==> src/rtl/strobe_pkg.sv <==
package strobe_pkg;

    localparam int DLY_W_DEF = 3;

    typedef enum logic [1:0] {
        ST_IDLE  = 2'd0,
        ST_COUNT = 2'd1,
        ST_FIRE  = 2'd2
    } det_state_t;

endpackage

==> src/rtl/strobe_sync.sv <==
module strobe_sync #(
    parameter int STAGES = 2
) (
    input  logic clk,
    input  logic rst_n,
    input  logic async_i,
    output logic sync_o
);
    logic [STAGES-1:0] chain_q;

    generate
        if (STAGES == 1) begin : g_single
            always_ff @(posedge clk or negedge rst_n) begin
                if (!rst_n) chain_q <= '0;
                else        chain_q <= async_i;
            end
        end else begin : g_multi
            always_ff @(posedge clk or negedge rst_n) begin
                if (!rst_n) chain_q <= '0;
                else        chain_q <= {chain_q[STAGES-2:0], async_i};
            end
        end
    endgenerate

    assign sync_o = chain_q[STAGES-1];
endmodule

==> src/rtl/strobe_edge_find.sv <==
module strobe_edge_find (
    input  logic clk,
    input  logic rst_n,
    input  logic sync_i,
    input  logic pol_i,
    output logic hit_o
);
    logic prev_q;
    logic rise_w;
    logic fall_w;

    always_ff @(posedge clk or negedge rst_n) begin
        if (!rst_n) prev_q <= 1'b0;
        else        prev_q <= sync_i;
    end

    always_comb begin
        rise_w = sync_i & ~prev_q;
        fall_w = ~sync_i & prev_q;
        hit_o  = pol_i ? rise_w : fall_w;
    end

    // a qualifying edge leaves the synchronised level equal to the polarity bit
    a_r3_edge_level: assert property (@(posedge clk) disable iff (!rst_n)
        hit_o |-> (sync_i == pol_i));
endmodule

==> src/rtl/strobe_delay_fsm.sv <==
module strobe_delay_fsm
    import strobe_pkg::*;
#(
    parameter int DLY_W = DLY_W_DEF
) (
    input  logic             clk,
    input  logic             rst_n,
    input  logic             en_i,
    input  logic             hit_i,
    input  logic [DLY_W-1:0] dly_i,
    output logic             pulse_o
);
    localparam logic [DLY_W-1:0] ZERO = '0;
    localparam logic [DLY_W-1:0] ONE  = {{(DLY_W-1){1'b0}}, 1'b1};

    det_state_t       st_q, st_n;
    logic [DLY_W-1:0] cnt_q, cnt_n;

    // state register
    always_ff @(posedge clk or negedge rst_n) begin
        if (!rst_n) begin
            st_q  <= ST_IDLE;
            cnt_q <= ZERO;
        end else begin
            st_q  <= st_n;
            cnt_q <= cnt_n;
        end
    end

    // next state
    always_comb begin
        st_n  = st_q;
        cnt_n = cnt_q;
        if (!en_i) begin
            st_n  = ST_IDLE;
            cnt_n = ZERO;
        end else if (hit_i) begin
            if (dly_i == ZERO) begin
                st_n  = ST_FIRE;
                cnt_n = ZERO;
            end else begin
                st_n  = ST_COUNT;
                cnt_n = dly_i;
            end
        end else begin
            unique case (st_q)
                ST_IDLE: begin
                    st_n = ST_IDLE;
                end
                ST_COUNT: begin
                    if (cnt_q == ONE) begin
                        st_n  = ST_FIRE;
                        cnt_n = ZERO;
                    end else begin
                        cnt_n = cnt_q - ONE;
                    end
                end
                ST_FIRE: begin
                    st_n = ST_IDLE;
                end
                default: begin
                    st_n  = ST_IDLE;
                    cnt_n = ZERO;
                end
            endcase
        end
    end

    // outputs
    always_comb begin
        pulse_o = (st_q == ST_FIRE);
    end

    a_r4_zero_delay: assert property (@(posedge clk) disable iff (!rst_n)
        (en_i && hit_i && dly_i == ZERO) |=> pulse_o);

    a_r4_wait_first: assert property (@(posedge clk) disable iff (!rst_n)
        (en_i && hit_i && dly_i != ZERO) |=> !pulse_o);

    a_r5_one_wide: assert property (@(posedge clk) disable iff (!rst_n || !en_i)
        pulse_o |=> !pulse_o);

    a_r7_count_live: assert property (@(posedge clk) disable iff (!rst_n)
        (st_q == ST_COUNT) |-> (cnt_q != ZERO));

    a_r9_off_quiet: assert property (@(posedge clk) disable iff (!rst_n)
        !en_i |=> !pulse_o);
endmodule

==> src/rtl/strobe_edge_detector.sv <==
module strobe_edge_detector
    import strobe_pkg::*;
#(
    parameter int DLY_W       = DLY_W_DEF,
    parameter int SYNC_STAGES = 2
) (
    input  logic             clk,
    input  logic             rst_n,
    input  logic             strobe_raw,
    input  logic             det_en,
    input  logic             edge_pol,
    input  logic [DLY_W-1:0] dly_sel,
    output logic             strobe_out
);
    logic sync_w;
    logic hit_w;
    logic pulse_w;

    strobe_sync #(.STAGES(SYNC_STAGES)) u_sync (
        .clk     (clk),
        .rst_n   (rst_n),
        .async_i (strobe_raw),
        .sync_o  (sync_w)
    );

    strobe_edge_find u_edge (
        .clk    (clk),
        .rst_n  (rst_n),
        .sync_i (sync_w),
        .pol_i  (edge_pol),
        .hit_o  (hit_w)
    );

    strobe_delay_fsm #(.DLY_W(DLY_W)) u_fsm (
        .clk     (clk),
        .rst_n   (rst_n),
        .en_i    (det_en),
        .hit_i   (hit_w),
        .dly_i   (dly_sel),
        .pulse_o (pulse_w)
    );

    // bypass routes the pin straight through
    always_comb begin
        strobe_out = det_en ? pulse_w : strobe_raw;
    end

    // in detect mode nothing leaves the block before an edge was ever found
    a_r8_no_spurious: assert property (@(posedge clk) disable iff (!rst_n)
        (det_en && $past(det_en) && !$past(hit_w) && !$past(pulse_w) && !$past(u_fsm.st_q == ST_COUNT))
            |-> !strobe_out);
endmodule

==> config.mk <==
export PLATFORM = sky130hd
export DESIGN_NAME = strobe_edge_detector
export DESIGN_NICKNAME = d
export VERILOG_FILES = /design/src/rtl/strobe_pkg.sv /design/src/rtl/strobe_sync.sv /design/src/rtl/strobe_edge_find.sv /design/src/rtl/strobe_delay_fsm.sv /design/src/rtl/strobe_edge_detector.sv
export SDC_FILE = /design/constraint.sdc
export NUM_CORES = 1
export LEC_CHECK = 0
export BUFFER_PORTS_ARGS = -buffer_cell sky130_fd_sc_hd__buf_2
export CAP_MARGIN = 20
export CORE_AREA = 2 2 39 41
export CTS_BUF_LIST = sky130_fd_sc_hd__clkbuf_8
export DETAILED_ROUTE_END_ITERATION = 8
export DIE_AREA = 0 0 41 43
export PLACE_DENSITY_LB_ADDON = 0.1
export SLEW_MARGIN = 20
export SYNTH_ARGS = -nofsm -noshare
export SYNTH_HDL_FRONTEND = slang
export SYNTH_SLANG_ARGS = --single-unit
==> constraint.sdc <==
create_clock -name clk -period 1.5 [get_ports clk]
set_input_delay 0.3 -clock clk [delete_from_list [all_inputs] [get_ports clk]]
set_output_delay 0.3 -clock clk [all_outputs]
set_load 0.01 [all_outputs]
==> metrics, run 1 <==
Critical Path Slowest Stage Cell=or4_1; Crit. End Element=flop; n_diodes=0; post-synthesis simple-gate area fraction=0.201; area share of fa/ha/maj cells after synthesis=0.0619; Worst Path Arrival=1.54 ns; synth unique cells=23; Crit Path Max Fanout=10; vias in the first global route=315; register area share after synthesis=0.495; largest family of logic cells by synthesized area=simple AND/OR/NAND/NOR gates; Post-Route WL=753 um; placed cell area=460 um2; Post-synth top cells=dfrtp_1, inv_1, nand2_1, o21ai_0; worst-margin pin slew=0.386 ns; largest buffer count on any clock path=2; #FFs+latches synth=8; final instance area=512 um2; cell type with the largest total area after synthesis=dfrtp_1; Final Total Pwr=0.581 mW; Core Region=1380 um2; estimated wirelength of the detail-placed design=573 um; port buffer count=8; unrepaired setup endpoints after global routing=no; largest cells by area after synthesis=dfrtp_1, ha_1, o21ai_0, inv_1, o211ai_1; Slew Limit Headroom=0.743; critical-path cell list=and3b_1 -> a21oi_2 -> or4_1 -> and3_1; Routed WL per cell=11.4 um; CTS tree=done; synthesized cell area=404 um2; first-pass GRT wire length=1.32 mm; fmax=703 MHz; status=completed; worst vdd ir=470 uV; Vias=315; antenna-violating nets left=0; Placement Rows=14; Syn-to-layout area delta=26.6%; total iterations of the first detailed-routing run=4; largest net degree at the start of global routing=11; XOR/XNOR Fraction of Synth Area=0; Syn Inst Count=39; critical path type=flop to flop; Mapped Nets=49; root buf cell=clkbuf_8; Sink Count=8; gpl congestion=0.831; final setup vio count=0; crit share post-route=0.948; Worst setup SP type=flop; placed cells=62; number of synthesized flops with an enable pin=0; FF/Latch Area=200 um2; Primary FF master, synth=dfrtp_1; final net count=62; CTS H-tree lvls=1; final hold vios=0; Reg clk slew, reported paths=0.04 ns; antenna violations before repair=0; worst setup margin=0.0776 ns; Boundary Pins=9; multi-input logic area=185 um2; asr flop ratio synth=1.00; post-synthesis compound-gate area fraction=0.167; DRC Markers=0; Pwr per Cell Area=1140 nW/um2; fillers=147; Tot GR Track Use=0.115; Avg Cell Area, Syn=10.4 um2; global route overflow=0; Iteration-0 DRC Markers=6; CP peak stage delay=0.45 ns; leakage power=0.248 nW; Worst Hold Class=input port to flop; clock latency on the worst-skew pair=0.23 ns; layout cells sized above 1=0.260; worst slack at placement=0.0790 ns; Critical path buffers and inverters=0; clock skew=0.00320 ns; post-CTS sizing=0; minimum clock period=1.42 ns; proportion of synthesized area in mux cells=0.0279; CTS buffer count=3; Vias/cell=4.77; final non-filler cell total=66; synth warn=0; Top delay family on crit path=simple AND/OR/NAND/NOR gates; Initial Util=0.292; Die Footprint=1760 um2; Die X=41 um; Die Ht=43 um; Synth top area share=0.495; Fin Setup TNS=0 ns; Max-Cap Viols=0; Req. time, crit path=1.62 ns; Slew Viols, Final=0; top-count cell post-synth=dfrtp_1
-- path summary, 6_finish.rpt --
kind,start,slack (ns),endpoint,depth (start not counted)
max reg2reg,u_edge.prev_q$_DFF_PN0_,0.08,u_fsm.st_q[0]$_DFFE_PN0P_,4
max in group asynchronous,rst_n,0.89,u_fsm.st_q[1]$_DFFE_PN0P_,2
max,u_edge.prev_q$_DFF_PN0_,0.08,u_fsm.st_q[0]$_DFFE_PN0P_,4
min reg2reg,u_sync.chain_q[0]$_DFF_PN0_,0.34,u_sync.chain_q[1]$_DFF_PN0_,0
min in group asynchronous,rst_n,0.44,u_fsm.cnt_q[2]$_DFFE_PN0P_,2
min,strobe_raw,0.19,u_sync.chain_q[0]$_DFF_PN0_,1
-- final cells by class --
| cell class | count | share of cell area |
|---|---|---|
| inverters | 4 | 0.0293 |
| clock buffers | 3 | 0.0807 |
| repair buffers | 9 | 0.0978 |
| well taps | 16 | 0.0391 |
| multi-input cells | 26 | 0.362 |
| flip-flops and latches | 8 | 0.391 |
-- layout by cell type, fill, tap and decap left out, types with 2 or more instances in the layout --
cell type / n
buf_2: 8
clkbuf_8: 3
o21ai_0: 3
nand2_1: 3
o211ai_1: 2
inv_1: 4
ha_1: 2
dfrtp_1: 8
-- worst register-to-register path, delay by kind of cell (launching register included) --
kind            cells  cell delay [ns]
simple gates        3             0.86
flops               1             0.37
compound gates      1             0.08
-- what timing repair did --
| item | in CTS | in global routing |
|---|---|---|
| buffers inserted | 0 | 0 |
| hold endpoints to repair | 8 | 0 |
| hold buffers | 1 | 0 |
-- layer usage --
layer	vias to the layer above	track usage	routed length, um
met4	0	0.0800	21
li1	164	-	-
met3	4	0.0314	35
met2	8	0.141	322
met5	-	0	0
met1	139	0.167	374
-- power by group --
group          internal [mW]  total [mW]  switching (mW)  leakage [nW]
clock                  0.174       0.257          0.0829        0.0216
combinational         0.0407      0.0826          0.0419         0.125
sequential             0.232       0.242         0.00958         0.102
total                  0.447       0.581           0.134         0.248
-- registers in the layout, indices dropped and copies added, names as in the netlist --
| signal | count |
|---|---|
| u_fsm.cnt_q | 3 |
| u_sync.chain_q | 2 |
| u_fsm.st_q | 2 |
| u_edge.prev_q | 1 |
-- logic make-up after synthesis --
kind of cell    Yosys count
simple gates             13
compound gates           10
flops                     8
buf+inv                   5
fa+ha+maj                 2
mux                       1
-- metrics by stage --
| step | utilization | hold slack (ns) |
|---|---|---|
| final | 0.370 | 0.192 |
| after global routing | 0.370 | 0.195 |
| after CTS | 0.370 | 0.190 |
| after detailed placement | 0.333 | 0.153 |
| after global placement | 0.333 | 0.153 |
| after floorplan | - | 0.00441 |
No activity file was read; power rests on OpenSTA's default activity.
==> inputs of run 2 (changes only) <==
- ABC_AREA: not set -> 1
==> metrics, run 2 <==
status=completed (unchanged); largest buffer count on any clock path=2 (unchanged); global route overflow=0 (unchanged); Crit Path Max Fanout=3 (was 10); switch share=0.264 (was 0.231); Hold Crit Depth=1 (unchanged); register area share after synthesis=0.412 (was 0.495); Largest regs=u_fsm.cnt_q x3, u_fsm.st_q x2, u_sync.chain_q x2 (unchanged); Vias=422 (was 315); Pwr per Cell Area=1030 nW/um2 (was 1140 nW/um2); commonest cells after routing, fill and taps aside=nand2_1, inv_1, nand3_1, buf_2, dfrtp_1 (was buf_2, dfrtp_1, inv_1); Die Ht=43 um (unchanged); clock group share of total power=0.426 (was 0.442); crit share post-route=0.855 (was 0.948); Syn Inst Count=67 (was 39); CTS buffer count=3 (unchanged); Fin Setup TNS=0 ns (unchanged); Avg Cell Area, Syn=7.25 um2 (was 10.4 um2); Boundary Pins=9 (unchanged); Worst Hold Class=input port to flop (unchanged); final setup vio count=0 (unchanged); DRC Markers=0 (unchanged); unrepaired setup endpoints after global routing=no (unchanged); antenna violations before repair=0 (unchanged); total iterations of the first detailed-routing run=5 (was 4); commonest non-fill, non-tap cell in the layout=nand2_1; synth warn=0 (unchanged); worst vdd ir=802 uV (was 470 uV); Reg clk slew, reported paths=0.04 ns (about the same); Vias/cell=4.49 (was 4.77); Initial Util=0.351 (was 0.292); cells on worst reg2reg path=7 (was 4); Post-synth top cells=nand2_1, inv_1, nand3_1 (was dfrtp_1, inv_1, nand2_1, o21ai_0); Routed WL per cell=9.94 um (was 11.4 um); layout cells sized above 1=0.218 (was 0.260); final hold vios=0 (unchanged); minimum clock period=1.28 ns (was 1.42 ns); asr flop ratio synth=1.00 (unchanged); Die Footprint=1760 um2 (unchanged); Max-Cap Viols=0 (unchanged); Syn-to-layout area delta=21.9% (was 26.6%); Primary FF master, synth=dfrtp_1 (unchanged); synth unique cells=16 (was 23); #FFs+latches synth=8 (unchanged); first-pass GRT wire length=1.72 mm (was 1.32 mm); reg-to-reg slack, setup=0.30 ns (was 0.08 ns); Mapped Nets=77 (was 49); Worst setup SP type=flop (unchanged); Reg with most FFs=u_fsm.cnt_q (unchanged); clock latency on the worst-skew pair=0.23 ns (about the same); root buf cell=clkbuf_8 (unchanged); gpl congestion=0.801 (was 0.831); largest net degree at the start of global routing=10 (was 11); number of synthesized flops with an enable pin=0 (unchanged); Placement Rows=14 (unchanged); worst hold margin=0.189 ns (was 0.192 ns); worst-margin pin slew=0.193 ns (was 0.386 ns); n_diodes=0 (unchanged); Iteration-0 DRC Markers=10 (was 6); Sink Count=8 (unchanged); Worst Path Arrival=0.98 ns (was 1.54 ns); fmax=779 MHz (was 703 MHz); Flop pwr share=0.406 (was 0.416); Tot GR Track Use=0.150 (was 0.115); Slew Viols, Final=0 (unchanged); clock skew=0.00320 ns (about the same); estimated wirelength of the detail-placed design=719 um (was 573 um); top-count cell post-synth=nand2_1 (was dfrtp_1); Slew Limit Headroom=0.872 (was 0.743); Req. time, crit path=1.20 ns (was 1.62 ns); max reg flops=3 (unchanged); leakage power=0.338 nW (was 0.248 nW); switching power=0.160 mW (was 0.134 mW); Post-Route WL=934 um (was 753 um); Synth top area share=0.412 (was 0.495); CTS tree=done (unchanged); Crit. End Element=primary output (was flop); RR Endpoint=u_fsm.st_q[1]$_DFFE_PN0P_ (was u_fsm.st_q[0]$_DFFE_PN0P_); worst r2r src=u_fsm.cnt_q[0]$_DFFE_PN0P_ (was u_edge.prev_q$_DFF_PN0_); port buffer count=8 (unchanged); CTS H-tree lvls=1 (unchanged); largest cells by area after synthesis=dfrtp_1, nand2_1, inv_1, nand3_1, ha_1 (was dfrtp_1, ha_1, o21ai_0, inv_1, o211ai_1); Core Region=1380 um2 (unchanged); cell type with the largest total area after synthesis=dfrtp_1 (unchanged); final net count=90 (was 62); Die X=41 um (unchanged); vias in the first global route=402 (was 315); crit path launch=u_fsm.st_q[0]$_DFFE_PN0P_ (was u_edge.prev_q$_DFF_PN0_); internal power=0.448 mW (was 0.447 mW); critical path capture point=strobe_out (was u_fsm.st_q[0]$_DFFE_PN0P_); post-CTS sizing=0 (unchanged); power share of the combinational group=0.168 (was 0.142); antenna-violating nets left=0 (unchanged); critical path type=flop to primary output (was flop to flop); synthesized cell area=485 um2 (was 404 um2)
## run 2: changes by cell type after synthesis, moves of 2 or more
cell      change
o21ai_0       -3
nand2_2       +3
nand3_1       +8
inv_1        +10
nand4_1       +2
nor2_1        +3
o211ai_1      -2
nand2_1      +13
## run 2: kinds of logic after synthesis
| kind of cell | after synthesis | synth area share |
|---|---|---|
| AND/OR/NAND/NOR | 38 | 0.366 |
| buffers and inverters | 16 | 0.126 |
| flip-flops | 8 | 0.412 |
| AO/OA/AOI/OAI | 3 | 0.0438 |
| adder cells (fa/ha/maj) | 2 | 0.0515 |
## run 2: timing repair
| item | in CTS | in global routing |
|---|---|---|
| hold buffers | 1 | 0 |
| endpoints found under the setup margin | 0 | 0 |
| buffers inserted | 0 | 0 |
| hold endpoints to repair | 8 | 0 |
## run 2: power groups by stage
stage	clock network [mW]	registers, mW	logic (mW)
after floorplan	0	0.246	0.0736
after global placement	0	0.250	0.102
after detailed placement	0	0.250	0.102
after CTS	0.268	0.247	0.105
after global routing	0.283	0.250	0.123
final	0.259	0.247	0.102
## run 2: layout make-up
type	count	area, um2
Fill cell	147	792
Inverter	15	56.3
Timing Repair Buffer	9	50.0
Tap cell	16	20.0
Sequential cell	8	200
Multi-Input combinational cell	43	224
Clock buffer	3	41.3
## run 2: worst min path at each step
stage          slack [ns]       start                     endpoint
2_1_floorplan       0.004       rst_n      u_edge.prev_q$_DFF_PN0_
3_3_place_gp         0.15       rst_n      u_edge.prev_q$_DFF_PN0_
3_5_place_dp         0.16       rst_n  u_sync.chain_q[1]$_DFF_PN0_
4_1_cts              0.19  strobe_raw  u_sync.chain_q[0]$_DFF_PN0_
5_1_grt              0.19  strobe_raw  u_sync.chain_q[0]$_DFF_PN0_
6_report             0.19  strobe_raw  u_sync.chain_q[0]$_DFF_PN0_
## run 2: critical path: stages (launching register included)
cell     delay (ns)
dfrtp_1        0.38
o31ai_1        0.22
buf_2          0.16
## run 2: stage by stage
step           setup slack (ns)  instances  area [um2]  power, mW  utilization
2_1_floorplan             0.312         67         485      0.320            -
3_3_place_gp              0.277         90         541      0.351        0.391
3_5_place_dp              0.257         90         541      0.352        0.391
4_1_cts                   0.198         94         592      0.620        0.428
5_1_grt                   0.168         94         592      0.657        0.428
6_report                  0.217         94         592      0.609        0.428
## run 2: routing by layer
layer | global-route usage | routed length, um
met1 | 0.185 | 440
met2 | 0.222 | 418
met3 | 0.0942 | 65
met4 | 0.0200 | 10
met5 | 0 | 0
